### src/rtl/isr_pkg.sv
package isr_pkg;
  // status bit positions
  localparam int BIT_TXREQ  = 0;
  localparam int BIT_RXTRIG = 1;
  localparam int BIT_RXTMO  = 2;
  localparam int BIT_FRAME  = 3;
  localparam int BIT_BREAK  = 4;
  localparam int BIT_OVRN   = 5;
  localparam int BIT_TXSET  = 6;
  localparam int STAT_W     = 7;

  // enable positions inside the control word
  localparam int EN_LSB = 5;
  localparam int EN_W   = 3;
  localparam int GRP_TX  = 0;
  localparam int GRP_RX  = 1;
  localparam int GRP_ERR = 2;

  typedef enum logic [1:0] { BIT_LATCHED, BIT_LIVE, BIT_ACTION } bitKind_e;

  typedef struct packed {
    logic statWr;
    logic ctrlWr;
    logic rdStat;
    logic rdCtrl;
  } busStrobe_t;

  function automatic bitKind_e kindOf(input int idx);
    if (idx == BIT_RXTRIG || idx == BIT_RXTMO) return BIT_LIVE;
    if (idx == BIT_TXSET) return BIT_ACTION;
    return BIT_LATCHED;
  endfunction

  function automatic int groupOf(input int idx);
    if (idx == BIT_TXREQ) return GRP_TX;
    if (idx == BIT_RXTRIG || idx == BIT_RXTMO) return GRP_RX;
    return GRP_ERR;
  endfunction
endpackage

### src/rtl/isr_sticky_bit.sv
module isr_sticky_bit (
  input  logic clk,
  input  logic rstN,
  input  logic setPulse,
  input  logic clrStrobe,
  output logic q
);
  // set has priority over clear
  always_ff @(posedge clk) begin
    if (!rstN)          q <= 1'b0;
    else if (setPulse)  q <= 1'b1;
    else if (clrStrobe) q <= 1'b0;
  end
endmodule

### src/rtl/isr_ctrl.sv
module isr_ctrl
  import isr_pkg::*;
#(
  parameter int ADDR_W    = 4,
  parameter int STAT_ADDR = 0,
  parameter int CTRL_ADDR = 1
) (
  input  logic              busWrEn,
  input  logic [ADDR_W-1:0] busAddr,
  output busStrobe_t        strobe
);
  localparam logic [ADDR_W-1:0] STAT_A = ADDR_W'(STAT_ADDR);
  localparam logic [ADDR_W-1:0] CTRL_A = ADDR_W'(CTRL_ADDR);

  logic hitStat, hitCtrl;

  always_comb begin
    hitStat = (busAddr == STAT_A);
    hitCtrl = (busAddr == CTRL_A);
    strobe.statWr = busWrEn && hitStat;
    strobe.ctrlWr = busWrEn && hitCtrl;
    strobe.rdStat = hitStat;
    strobe.rdCtrl = hitCtrl;
  end
endmodule

### src/rtl/isr_datapath.sv
module isr_datapath
  import isr_pkg::*;
#(
  parameter int DATA_W = 32
) (
  input  logic              clk,
  input  logic              rstN,
  input  busStrobe_t        strobe,
  input  logic [DATA_W-1:0] wrData,
  input  logic [STAT_W-1:0] evVec,
  output logic [DATA_W-1:0] rdData,
  output logic [STAT_W-1:0] statusVec,
  output logic [EN_W-1:0]   enVec,
  output logic              irqQ
);
  localparam int PAD_STAT = DATA_W - STAT_W;
  localparam int PAD_CTRL = DATA_W - EN_LSB - EN_W;

  logic                txSetWr;
  logic [STAT_W-1:0]   gateVec;

  assign txSetWr = strobe.statWr && wrData[BIT_TXSET];

  for (genvar i = 0; i < STAT_W; i++) begin : g_bit
    if (kindOf(i) == BIT_LATCHED) begin : g_lat
      logic setI;
      if (i == BIT_TXREQ) begin : g_tx
        assign setI = evVec[i] | txSetWr;
      end else begin : g_ev
        assign setI = evVec[i];
      end
      isr_sticky_bit u_bit (
        .clk       (clk),
        .rstN      (rstN),
        .setPulse  (setI),
        .clrStrobe (strobe.statWr && wrData[i]),
        .q         (statusVec[i])
      );
    end else if (kindOf(i) == BIT_LIVE) begin : g_live
      assign statusVec[i] = evVec[i];
    end else begin : g_act
      assign statusVec[i] = 1'b0;
    end
    assign gateVec[i] = enVec[groupOf(i)];
  end

  always_ff @(posedge clk) begin
    if (!rstN)              enVec <= '0;
    else if (strobe.ctrlWr) enVec <= wrData[EN_LSB +: EN_W];
  end

  always_ff @(posedge clk) begin
    if (!rstN) irqQ <= 1'b0;
    else       irqQ <= |(statusVec & gateVec);
  end

  always_comb begin
    if (strobe.rdStat)      rdData = {{PAD_STAT{1'b0}}, statusVec};
    else if (strobe.rdCtrl) rdData = {{PAD_CTRL{1'b0}}, enVec, {EN_LSB{1'b0}}};
    else                    rdData = '0;
  end
endmodule

### src/rtl/isr_latch_top.sv
module isr_latch_top
  import isr_pkg::*;
#(
  parameter int DATA_W    = 32,
  parameter int ADDR_W    = 4,
  parameter int STAT_ADDR = 0,
  parameter int CTRL_ADDR = 1
) (
  input  logic              clk,
  input  logic              rstN,
  input  logic [ADDR_W-1:0] busAddr,
  input  logic              busWrEn,
  input  logic [DATA_W-1:0] busWrData,
  output logic [DATA_W-1:0] busRdData,
  input  logic              evTxReq,
  input  logic              evFrameErr,
  input  logic              evBreak,
  input  logic              evOverrun,
  input  logic              rxTrigLvl,
  input  logic              rxTimeoutLvl,
  output logic              irqOut
);
  busStrobe_t        strobe;
  logic [STAT_W-1:0] evVec;
  logic [STAT_W-1:0] statusVec;
  logic [EN_W-1:0]   enVec;

  assign evVec = {1'b0, evOverrun, evBreak, evFrameErr, rxTimeoutLvl, rxTrigLvl, evTxReq};

  isr_ctrl #(.ADDR_W(ADDR_W), .STAT_ADDR(STAT_ADDR), .CTRL_ADDR(CTRL_ADDR)) u_ctrl (
    .busWrEn (busWrEn),
    .busAddr (busAddr),
    .strobe  (strobe)
  );

  isr_datapath #(.DATA_W(DATA_W)) u_dp (
    .clk       (clk),
    .rstN      (rstN),
    .strobe    (strobe),
    .wrData    (busWrData),
    .evVec     (evVec),
    .rdData    (busRdData),
    .statusVec (statusVec),
    .enVec     (enVec),
    .irqQ      (irqOut)
  );
endmodule

### config.mk
export PLATFORM = sky130hd
export DESIGN_NAME = isr_latch_top
export DESIGN_NICKNAME = d
export VERILOG_FILES = /design/src/rtl/isr_pkg.sv /design/src/rtl/isr_sticky_bit.sv /design/src/rtl/isr_ctrl.sv /design/src/rtl/isr_datapath.sv /design/src/rtl/isr_latch_top.sv
export SDC_FILE = /design/constraint.sdc
export NUM_CORES = 1
export LEC_CHECK = 0
export BUFFER_PORTS_ARGS = -buffer_cell sky130_fd_sc_hd__buf_2
export CORE_MARGIN = 2
export CORE_UTILIZATION = 28
export DETAILED_ROUTE_END_ITERATION = 8
export PLACE_DENSITY = 0.75
export SETUP_SLACK_MARGIN = 0.15
export SYNTH_ARGS = -nofsm -noshare
export SYNTH_HDL_FRONTEND = slang
export SYNTH_SLANG_ARGS = --single-unit
export TNS_END_PERCENT = 1
### constraint.sdc
create_clock -name clk -period 0.9 [get_ports clk]
set_input_delay 0.135 -clock clk [delete_from_list [all_inputs] [get_ports clk]]
set_output_delay 0.135 -clock clk [all_outputs]
set_load 0.1 [all_outputs]
### Yosys cells after proc, flatten, opt, wreduce, memory -nomap -nowiden

Cells that the tools add are included.

| cells by class | value |
|---|---|
| equality and inequality tests | 1 |
| mux-type cells | 10 |
| bitwise logic cells | 2 |
| reductions and logical operators | 13 |

Operators with widths:

| kind | count |
|---|---|
| 2-to-1 mux 32 bit | 1 |
| 2-to-1 mux 1 bit | 8 |
| 2-to-1 mux 8 bit | 1 |
| nonzero test 2 bit | 4 |
| bitwise AND 6 x 7 -> 7 bit | 1 |
| logical AND 1 bit | 7 |
| OR reduction 7 bit | 1 |
| equality test 4 x 1 -> 1 bit (second input constant) | 1 |
| logical NOT 4 bit | 1 |
| OR 1 bit | 1 |

| storage, ports and cells | value |
|---|---|
| flip-flop bits (word level) | 8 |
| bits of input ports | 45 |
| output and inout port bits | 33 |
| logic and storage cells | 32 |

### Depth between registers and ports, before layout

Gate-level depths: netlist (run 1).

| depth | value |
|---|---|
| word-level depth | 5 |
| mapped depth | 4 |
| depth with buffers taken out | 3 |

### By module

A second synthesis (run 1) with hierarchy kept.

| second synthesis, totals | value |
|---|---|
| cells, all modules | 79 |
| area total of the unflattened synthesis | 683.2 um^2 |

Modules (own cells, without submodules):

| module | instances | cells an instance | area each (um^2) | sequential area each (um^2) |
|---|---|---|---|---|
| isr_datapath | 1 | 58 | 447.9 | 80.1 |
| isr_sticky_bit | 4 | 3 | 41.3 | 20.0 |
| isr_ctrl | 1 | 8 | 66.3 | 0.0 |
| isr_latch_top | 1 | 1 | 3.8 | 0.0 |

### Worst setup path after synthesis (run 1)

OpenSTA, ideal clock, no wires.

| path | value |
|---|---|
| path type | input to output |
| start point | input busAddr[3] |
| end point | output busRdData[5] |
| arrival time | 1.735 ns |
| required time | 0.765 ns |
| path slack | -0.970 ns |
| stages | 2 |
| buffers on the path | 0 |
| cell sequence | nor3_1 -> nor2b_1 |

| on the way | value |
|---|---|
| word-level cells in the longest chain between the ends | 3 |
| elaborated cells between the ends (all ways) | 4 |
| classes of those cells | eq/ne: 1; mux: 2; reduce/logical: 1 |

Ends and longest elaborated chain:

| item | RTL line | source |
|---|---|---|
| start: declaration | isr_latch_top.sv:11 | `input logic [ADDR_W-1:0] busAddr,` |
| equality test 4 x 1 -> 1 bit | isr_ctrl.sv:19 | `hitCtrl = (busAddr == CTRL_A);` |
| 2-to-1 mux 8 bit | isr_datapath.sv:59 | `else if (strobe.rdCtrl) rdData = {{PAD_CTRL{1'b0}}, enVec, {EN_LSB{1'b0}}};` |
| 2-to-1 mux 32 bit (*) | isr_datapath.sv:58 | `if (strobe.rdStat) rdData = {{PAD_STAT{1'b0}}, statusVec};` |
| end: declaration | isr_latch_top.sv:14 | `output logic [DATA_W-1:0] busRdData,` |

Every way passes the cells marked *; elsewhere a longest branch is shown, timed or not.

### Worst setup path after layout (run 1)

| path | value |
|---|---|
| start point | input busAddr[0] |
| end point | output busRdData[2] |

| on the way | value |
|---|---|
| word-level cells in the longest chain between the ends | 2 |

Ends and longest elaborated chain:

| item | RTL line | source |
|---|---|---|
| logical NOT 4 bit | isr_ctrl.sv:18 | `hitStat = (busAddr == STAT_A);` |
| 2-to-1 mux 32 bit | isr_datapath.sv:58 |  |

Every way passes these cells.

==> impl_metrics.env, run 1 <==
export IMPL_regArea_um2=168
export IMPL_finalSetupViolCount=8
export IMPL_status="complete, but fails checks"
export IMPL_die_h_um=50.8
export IMPL_final_cells=132
export IMPL_start_util_pct=30.4
export IMPL_antenna_found_initial=0
export IMPL_leakage_nw=0.459
export IMPL_h_tree_depth=1
export IMPL_dieArea_um2=2580
export IMPL_crit_type="in -> out"
export IMPL_cpPeakStageDelay_ps=390
export IMPL_drt_iter0_markers=1
export IMPL_crit_path_max_fanout=5
export IMPL_via_count=576
export IMPL_met2_usage_pct=22.4
export IMPL_met3_usage_pct=4.97
export IMPL_max_clock_freq_mhz=859
export IMPL_postSynthCellCount=75
export IMPL_required_ps=760
export IMPL_cp_start_kind="input pin"
export IMPL_final_antenna_net_count=0
export IMPL_drtPass1Iterations=3
export IMPL_grt_use_total_pct=12.4
export IMPL_drv_cap=0
export IMPL_grt_pass1_vias=545
export IMPL_power_density_nw_per_um2=1320
export IMPL_timing_final_hold_violations=0
export IMPL_clockBufferDepth=2
export IMPL_via_per_inst=4.36
export IMPL_endpoint_kind="output port"
export IMPL_cts_tree="yes"
export IMPL_ys_ff_latch=8
export IMPL_period_share_pct=129
export IMPL_min_period_ps=1160
export IMPL_dp_hpwl_um=1190
export IMPL_grt_ovfl_total=0
export IMPL_area_growth_synth_to_final_pct=64.2
export IMPL_antenna_cells=0
export IMPL_synth_seq_area_share_pct=26.1
export IMPL_yosysWarnings=0
export IMPL_wl_per_cell_um=11.7
export IMPL_multi_input_area_um2=439
export IMPL_path_clk_slew_ps=50
export IMPL_dp_cells=128
export IMPL_die_x_um=50.8
export IMPL_fillCellCount=197
export IMPL_grtUsageMet1_pct=11.9
export IMPL_cts_hold_buf=0
export IMPL_core_region_area_um2=2020
export IMPL_cts_inserted_buffers=3
export IMPL_holdCritPathClass="in -> reg"
export IMPL_post_route_drc_count=0
export IMPL_worstPathArrival_ps=1030
export IMPL_grt_max_degree=12
export IMPL_setup_tns_ps=-1890
export IMPL_row_count=16
export IMPL_clockRootBuffer="clkbuf_4"
export IMPL_cts_sinks=8
export IMPL_slew_violations=0
export IMPL_rsz0062_at_grt="true"
export IMPL_final_layout_size_suffix_gt1_share_pct=56.2
export IMPL_violations="negative setup slack"
export IMPL_synth_area_um2=614
export IMPL_syn_avg_cell_area_um2=8.19
export IMPL_gp_congestion=0.681
export IMPL_fin_ws_ps=-264
export IMPL_ios=78
export IMPL_ir_drop_v=0.000863
export IMPL_clk_latency_ps=260
export IMPL_slowest_stage="nor4_4"
export IMPL_grt_pass1_wl_um=2300
export IMPL_io_buffers=27
export IMPL_top_usage_layer="met2"
export IMPL_fin_worst_skew_ps=2.33
export IMPL_nNetsFinal=152
export IMPL_cp_cell_sequence="buf_8 -> nor4_4 -> and2_4 -> buf_12"
export IMPL_final_common_cell="conb_1"
export IMPL_ys_types=21
export IMPL_wirelength_um=1550
export IMPL_final_cell_mix="24 x conb_1, 15 x buf_2, 9 x buf_12"
registers in the layout (all words and copies together), names as in the netlist:
register / count
u_dp.irqQ: 1
u_dp.enVec: 3
u_dp.g_bit.g_lat.u_bit.q: 4
kinds of logic after synthesis:
logic type,count (synthesis),synth area share [%]
mux,1,1.63
flops,8,26.1
simple gates,15,16.3
compound gates,18,20.4
buf+inv,32,35.0
other cells,1,0.610
cell type report:
cell class,instances,share of cell area (%)
tap,27,3.35
multi-input combinational,58,43.5
sequential,8,16.6
clock buffer,3,2.23
timing repair buffer,30,32.0
inverter,6,2.23
critical path: cells and delay by family:
family / cells / cell delay (ps)
buf+inv: 2 / 270
simple gates: 2 / 620
repair_timing:
action	4_1_cts	5_1_grt
resized for setup	20	4
setup endpoints to repair	17	17
setup buffers	1	0
pin swaps	14	12
report_power, final:
group          switching, mW  internal [mW]
Sequential            0.0134          0.372
Clock                  0.126          0.153
Combinational          0.553          0.110
Total                  0.692          0.634
through the flow:
stage | setup slack (ps) | power [mW] | instance area, um2 | util, % | hold WS, ps
detailed placement | -309 | 1.01 | 877 | 43.4 | 357
CTS | -280 | 1.31 | 975 | 48.2 | 76.5
global placement | -289 | 0.999 | 877 | 43.4 | 348
finish | -264 | 1.33 | 1010 | 49.9 | 87.9
global route | -296 | 1.39 | 1010 | 49.9 | 80.0
floorplan | -142 | 0.999 | 757 | - | 252
Yosys cell counts:
cell	n	share of area, %
nor2b_1	1	1.0
buf_4	25	31
inv_1	6	3.7
nand2_1	1	0.61
conb_1	1	0.61
nor4_1	1	1.0
o21a_1	6	7.3
and3_1	4	4.1
dfxtp_1	8	26
o21ai_0	1	0.81
nor4b_2	1	2.4
and3_2	1	1.2
o31ai_1	1	1.2
a31oi_1	5	5.1
a21oi_1	1	0.81
nor3_1	1	0.81
a31o_2	1	1.4
a21boi_0	3	3.7
buf_2	1	0.81
mux2i_1	1	1.6
and2_1	5	5.1
final timing paths:
path / from / end / slack [ps] / depth (start not counted)
worst max-delay path: busAddr[0] / busRdData[2] / -260 / 4
worst min-delay path: evOverrun / u_dp.g_bit[5].g_lat.u_bit.q / 90 / 2
worst max register to register: u_dp.g_bit[5].g_lat.u_bit.q / u_dp.irqQ / 90 / 2
worst min register to register: u_dp.g_bit[0].g_lat.u_bit.q / u_dp.irqQ / 490 / 2
routing by layer:
metal	vias to the layer above	part of all wire, %
li1	266	-
met1	267	34
met2	39	53
met3	4	10
met4	0	2.1
met5	-	0
(Power assumes the default switching activity.)
==> run 2, diff against run 1 <==
--- a/config.mk
+++ b/config.mk
@@ -7,9 +7,9 @@
 export LEC_CHECK = 0
 export BUFFER_PORTS_ARGS = -buffer_cell sky130_fd_sc_hd__buf_2
 export CORE_MARGIN = 2
-export CORE_UTILIZATION = 28
+export CORE_UTILIZATION = 34
 export DETAILED_ROUTE_END_ITERATION = 8
-export PLACE_DENSITY = 0.75
+export PLACE_DENSITY = 0.85
 export SETUP_SLACK_MARGIN = 0.15
 export SYNTH_ARGS = -nofsm -noshare
 export SYNTH_HDL_FRONTEND = slang
==> constraint.sdc (replaced) <==
create_clock -name clk -period 1.4 [get_ports clk]
set_input_delay 0.21 -clock clk [delete_from_list [all_inputs] [get_ports clk]]
set_output_delay 0.21 -clock clk [all_outputs]
set_load 0.1 [all_outputs]
==> impl_metrics.env, run 2 (synthesized netlist as in run 1, its figures left out) <==
export IMPL_total_power_mw=0.818
export IMPL_gp_congestion=0.742
export IMPL_fillCellCount=163
export IMPL_clockRootBuffer="clkbuf_4"
export IMPL_crit_path_max_fanout=5
export IMPL_path_clk_slew_ps=50
export IMPL_cts_hold_buf=0
export IMPL_period_share_pct=91.3
export IMPL_rsz0062_at_grt="true"
export IMPL_leakage_nw=0.441
export IMPL_post_route_drc_count=0
export IMPL_critPathCapture="busRdData[4]"
export IMPL_dieArea_um2=2160
export IMPL_drtPass1Iterations=4
export IMPL_antenna_cells=0
export IMPL_multi_input_area_um2=369
export IMPL_io_buffers=27
export IMPL_power_density_nw_per_um2=914
export IMPL_endpoint_kind="output port"
export IMPL_finalSetupViolCount=0
export IMPL_h_tree_depth=1
export IMPL_regArea_um2=163
export IMPL_final_common_cell="conb_1"
export IMPL_holdCritPathClass="in -> reg"
export IMPL_die_x_um=46.5
export IMPL_start_util_pct=36.0
export IMPL_clockBufferDepth=2
export IMPL_ir_drop_v=0.000664
export IMPL_row_count=15
export IMPL_cts_sinks=8
export IMPL_final_cell_mix="24 x conb_1, 17 x buf_2, 8 x buf_12"
export IMPL_grt_ovfl_total=0
export IMPL_via_count=541
export IMPL_largestRegisters="u_dp.g_bit.g_lat.u_bit.q: 4 flops, u_dp.enVec: 3 flops, u_dp.irqQ: 1 flops"
export IMPL_via_per_inst=4.19
export IMPL_ios=78
export IMPL_crit_type="in -> out"
export IMPL_worstPathArrival_ps=1070
export IMPL_wirelength_um=1350
export IMPL_drt_iter0_markers=17
export IMPL_grt_pass1_vias=480
export IMPL_reg2reg_to="u_dp.irqQ"
export IMPL_grt_pass1_wl_um=2000
export IMPL_nNetsFinal=151
export IMPL_fin_worst_skew_ps=1.71
export IMPL_grt_use_total_pct=13.5
export IMPL_status="completed"
export IMPL_die_h_um=46.5
export IMPL_clk_latency_ps=250
export IMPL_setup_worst_path_start="busAddr[2]"
export IMPL_final_antenna_net_count=0
export IMPL_cts_inserted_buffers=3
export IMPL_cp_start_kind="input pin"
export IMPL_drv_cap=0
export IMPL_r2r_slack_ps=580
export IMPL_required_ps=1190
export IMPL_top_register="u_dp.g_bit.g_lat.u_bit.q"
export IMPL_fin_util_pct=52.4
export IMPL_grt_max_degree=12
export IMPL_dp_hpwl_um=1090
export IMPL_r2r_cells=2
export IMPL_area_growth_synth_to_final_pct=45.6
export IMPL_max_clock_freq_mhz=782
export IMPL_largest_reg_flops=4
export IMPL_r2r_start="u_dp.g_bit[5].g_lat.u_bit.q"
export IMPL_min_period_ps=1280
export IMPL_final_cells=129
export IMPL_cts_tree="yes"
export IMPL_antenna_found_initial=0
export IMPL_core_region_area_um2=1710
export IMPL_post_cts_setup_buffers=0
export IMPL_wl_per_cell_um=10.4
export IMPL_dp_cells=126
export IMPL_final_layout_size_suffix_gt1_share_pct=44.2
export IMPL_timing_final_hold_violations=0
export IMPL_slew_violations=0
## run 2: changes by cell type in the layout (fill, tap and decap cells not counted), sizes merged
| cell | change |
|---|---|
| buf | -1 |
## run 2: how the worst min path moves through the flow
stage / end / slack, ps / start / cells after the start
final: u_dp.g_bit[5].g_lat.u_bit.q / 170 / evOverrun / 2
after global routing: u_dp.g_bit[5].g_lat.u_bit.q / 160 / evOverrun / 2
after global placement: u_dp.g_bit[3].g_lat.u_bit.q / 420 / evFrameErr / 2
after floorplan: u_dp.g_bit[3].g_lat.u_bit.q / 330 / rstN / 1
after detailed placement: u_dp.g_bit[5].g_lat.u_bit.q / 430 / evOverrun / 2
after CTS: u_dp.g_bit[5].g_lat.u_bit.q / 160 / evOverrun / 2
## run 2: repair_timing
action,CTS,global route
pin swaps,3,1
resized for setup,10,6
gates cloned,0,0
endpoints found under the setup margin,8,8
## run 2: cell type report
| type | count | area share [%] |
|---|---|---|
| multi-input combinational | 58 | 41.3 |
| timing repair buffer | 29 | 32.0 |
| sequential | 8 | 18.2 |
| tap | 25 | 3.50 |
| clock buffer | 3 | 2.52 |
| inverter | 6 | 2.52 |
## run 2: worst max-delay path, stage by stage
cell    delay, ps
buf_8         100
nor4_4        250
buf_4         180
and2_4        160
buf_12        170
## run 2: report_power, final
part	internal [mW]	switching [mW]	total [mW]
combinational	0.0558	0.342	0.397
sequential	0.238	0.00801	0.246
clock	0.0979	0.0762	0.174
## run 2: metrics by stage
| stage | instance area (um2) | hold slack [ps] | TNS [ps] | setup slack, ps |
|---|---|---|---|---|
| floorplan | 714 | 328 | -191 | -72.0 |
| global placement | 823 | 421 | 0 | 73.7 |
| detailed placement | 823 | 427 | 0 | 78.9 |
| CTS | 871 | 157 | 0 | 123 |
| global route | 895 | 155 | 0 | 97.2 |
| finish | 895 | 165 | 0 | 122 |
## run 2: per-layer routing
layer,track usage (%),wire (um)
met1,15.2,483
met2,23.1,725
met3,3.53,133
met4,6.86,6
met5,0,0
==> run 3, diff against run 2 <==
--- a/config.mk
+++ b/config.mk
@@ -7,9 +7,10 @@
 export LEC_CHECK = 0
 export BUFFER_PORTS_ARGS = -buffer_cell sky130_fd_sc_hd__buf_2
 export CORE_MARGIN = 2
-export CORE_UTILIZATION = 34
+export CORE_UTILIZATION = 35
+export CTS_BUF_LIST = sky130_fd_sc_hd__clkbuf_8
 export DETAILED_ROUTE_END_ITERATION = 8
-export PLACE_DENSITY = 0.85
+export PLACE_DENSITY = 0.87
 export SETUP_SLACK_MARGIN = 0.15
 export SYNTH_ARGS = -nofsm -noshare
 export SYNTH_HDL_FRONTEND = slang
==> impl_metrics.env, run 3 (synthesized netlist as in run 1, its figures left out) <==
export IMPL_status="completed"
export IMPL_clockBufferDepth=2
export IMPL_die_h_um=45.9
export IMPL_wl_per_cell_um=10.4
export IMPL_min_period_ps=1300
export IMPL_fin_hold_ws_ps=193
export IMPL_critPathTopFamily="buffers and inverters"
export IMPL_power_density_nw_per_um2=1010
export IMPL_dp_hpwl_um=987
export IMPL_leakage_nw=0.462
export IMPL_rsz0062_at_grt="true"
export IMPL_required_ps=1190
export IMPL_die_x_um=45.9
export IMPL_path_buf_inv=3
export IMPL_grt_max_degree=12
export IMPL_holdCritPathClass="in -> reg"
export IMPL_nNetsFinal=153
export IMPL_dieArea_um2=2110
export IMPL_post_route_drc_count=0
export IMPL_clockRootBuffer="clkbuf_8"
export IMPL_start_util_pct=36.4
export IMPL_grt_pass1_vias=506
export IMPL_drt_met1_wl_um=443
export IMPL_drv_cap=0
export IMPL_dp_cells=118
export IMPL_grt_ovfl_total=0
export IMPL_ios=78
export IMPL_timing_final_hold_violations=0
export IMPL_r2r_slack_ps=600
export IMPL_final_layout_size_suffix_gt1_share_pct=41.5
export IMPL_h_tree_depth=1
export IMPL_final_cell_mix="24 x conb_1, 17 x buf_2, 9 x buf_12"
export IMPL_cts_inserted_buffers=3
export IMPL_largest_reg_flops=4
export IMPL_met3_length_um=113
export IMPL_crit_path_max_fanout=5
export IMPL_final_antenna_net_count=0
export IMPL_area_growth_synth_to_final_pct=49.1
export IMPL_gp_congestion=0.719
export IMPL_endpoint_kind="output port"
export IMPL_final_common_cell="conb_1"
export IMPL_grt_use_total_pct=14.0
export IMPL_wirelength_um=1280
export IMPL_grt_pass1_wl_um=2080
export IMPL_drt_iter0_markers=11
export IMPL_io_buffers=27
export IMPL_slowest_stage="nor4_4"
export IMPL_worstPathArrival_ps=1090
export IMPL_antenna_found_initial=0
export IMPL_max_clock_freq_mhz=772
export IMPL_cpPeakStageDelay_ps=260
export IMPL_top_register="u_dp.g_bit.g_lat.u_bit.q"
export IMPL_routed_wl_met2_um=704
export IMPL_multi_input_area_um2=360
export IMPL_crit_type="in -> out"
export IMPL_antenna_cells=0
export IMPL_via_per_inst=4.38
export IMPL_fillCellCount=150
export IMPL_clk_latency_ps=230
export IMPL_regArea_um2=160
export IMPL_final_cells=123
export IMPL_cts_sinks=8
export IMPL_via_count=539
export IMPL_cp_start_kind="input pin"
export IMPL_row_count=15
export IMPL_cts_tree="yes"
export IMPL_path_clk_slew_ps=40
export IMPL_drtPass1Iterations=4
export IMPL_top_layer_used="met4"
export IMPL_core_region_area_um2=1690
export IMPL_fin_worst_skew_ps=1.61
export IMPL_slew_violations=0
export IMPL_finalSetupViolCount=0
export IMPL_period_share_pct=92.5
export IMPL_ir_drop_v=0.000578
export IMPL_cp_cell_sequence="buf_8 -> nor4_4 -> buf_4 -> and2_4 -> buf_12"
export IMPL_largestRegisters="u_dp.g_bit.g_lat.u_bit.q: 4 flops, u_dp.enVec: 3 flops, u_dp.irqQ: 1 flops"
==> run 3: cell types whose count changed in the layout (fill, tap and decap cells not counted), moves of 2 or more <==
cell / before / now
dfxtp_2: 2 / 0
clkbuf_8: 0 / 3
dfxtp_1: 6 / 8
clkbuf_4: 3 / 0
buf_4: 2 / 4
==> run 3: layout make-up <==
| cell class | count | share of cell area (%) |
|---|---|---|
| Multi-Input combinational cell | 58 | 39.3 |
| Timing Repair Buffer | 31 | 33.9 |
| Sequential cell | 8 | 17.5 |
| Clock buffer | 3 | 4.51 |
| Inverter | 6 | 2.46 |
| Tap cell | 17 | 2.32 |
==> run 3: per-stage QoR <==
step	cell area, um2	util [%]	worst slack [ps]	power (mW)	setup TNS, ps
CTS	905	53.6	104	0.926	0
global route	916	54.2	62.3	0.956	0
global placement	813	48.1	-17.6	0.629	-62.1
detailed placement	813	48.1	-6.44	0.632	-22.2
finish	916	54.2	105	0.925	0
floorplan	714	-	-72.0	0.634	-191
==> run 3: path summary, 6_finish.rpt <==
check                           depth (start not counted)                   startpoint                     endpoint
worst max-delay path                                    5                   busAddr[2]                 busRdData[3]
worst min-delay path                                    2                    evOverrun  u_dp.g_bit[5].g_lat.u_bit.q
worst max register to register                          3  u_dp.g_bit[0].g_lat.u_bit.q  u_dp.g_bit[0].g_lat.u_bit.q
worst min register to register                          2                u_dp.enVec[0]                    u_dp.irqQ
==> run 3: report_power, final <==
part | total (mW) | switching (mW) | internal (mW)
combinational | 0.402 | 0.341 | 0.0607
sequential | 0.247 | 0.00759 | 0.239
clock | 0.277 | 0.0905 | 0.186
total | 0.925 | 0.439 | 0.486
==> run 3: what timing repair did <==
| action | in CTS | in global routing |
|---|---|---|
| hold endpoints to repair | 0 | 0 |
| buffers inserted | 1 | 1 |
| setup endpoints to repair | 5 | 8 |
| hold buffers | 0 | 0 |
| gates resized for setup | 13 | 1 |
| pin swaps | 1 | 1 |
==> run 3: metal layers <==
| metal | GRT usage, % | vias to the layer above |
|---|---|---|
| met5 | 0 | - |
| met4 | 8.57 | 0 |
| met3 | 2.78 | 4 |
| met2 | 25.6 | 34 |
| met1 | 14.3 | 233 |
| li1 | - | 268 |
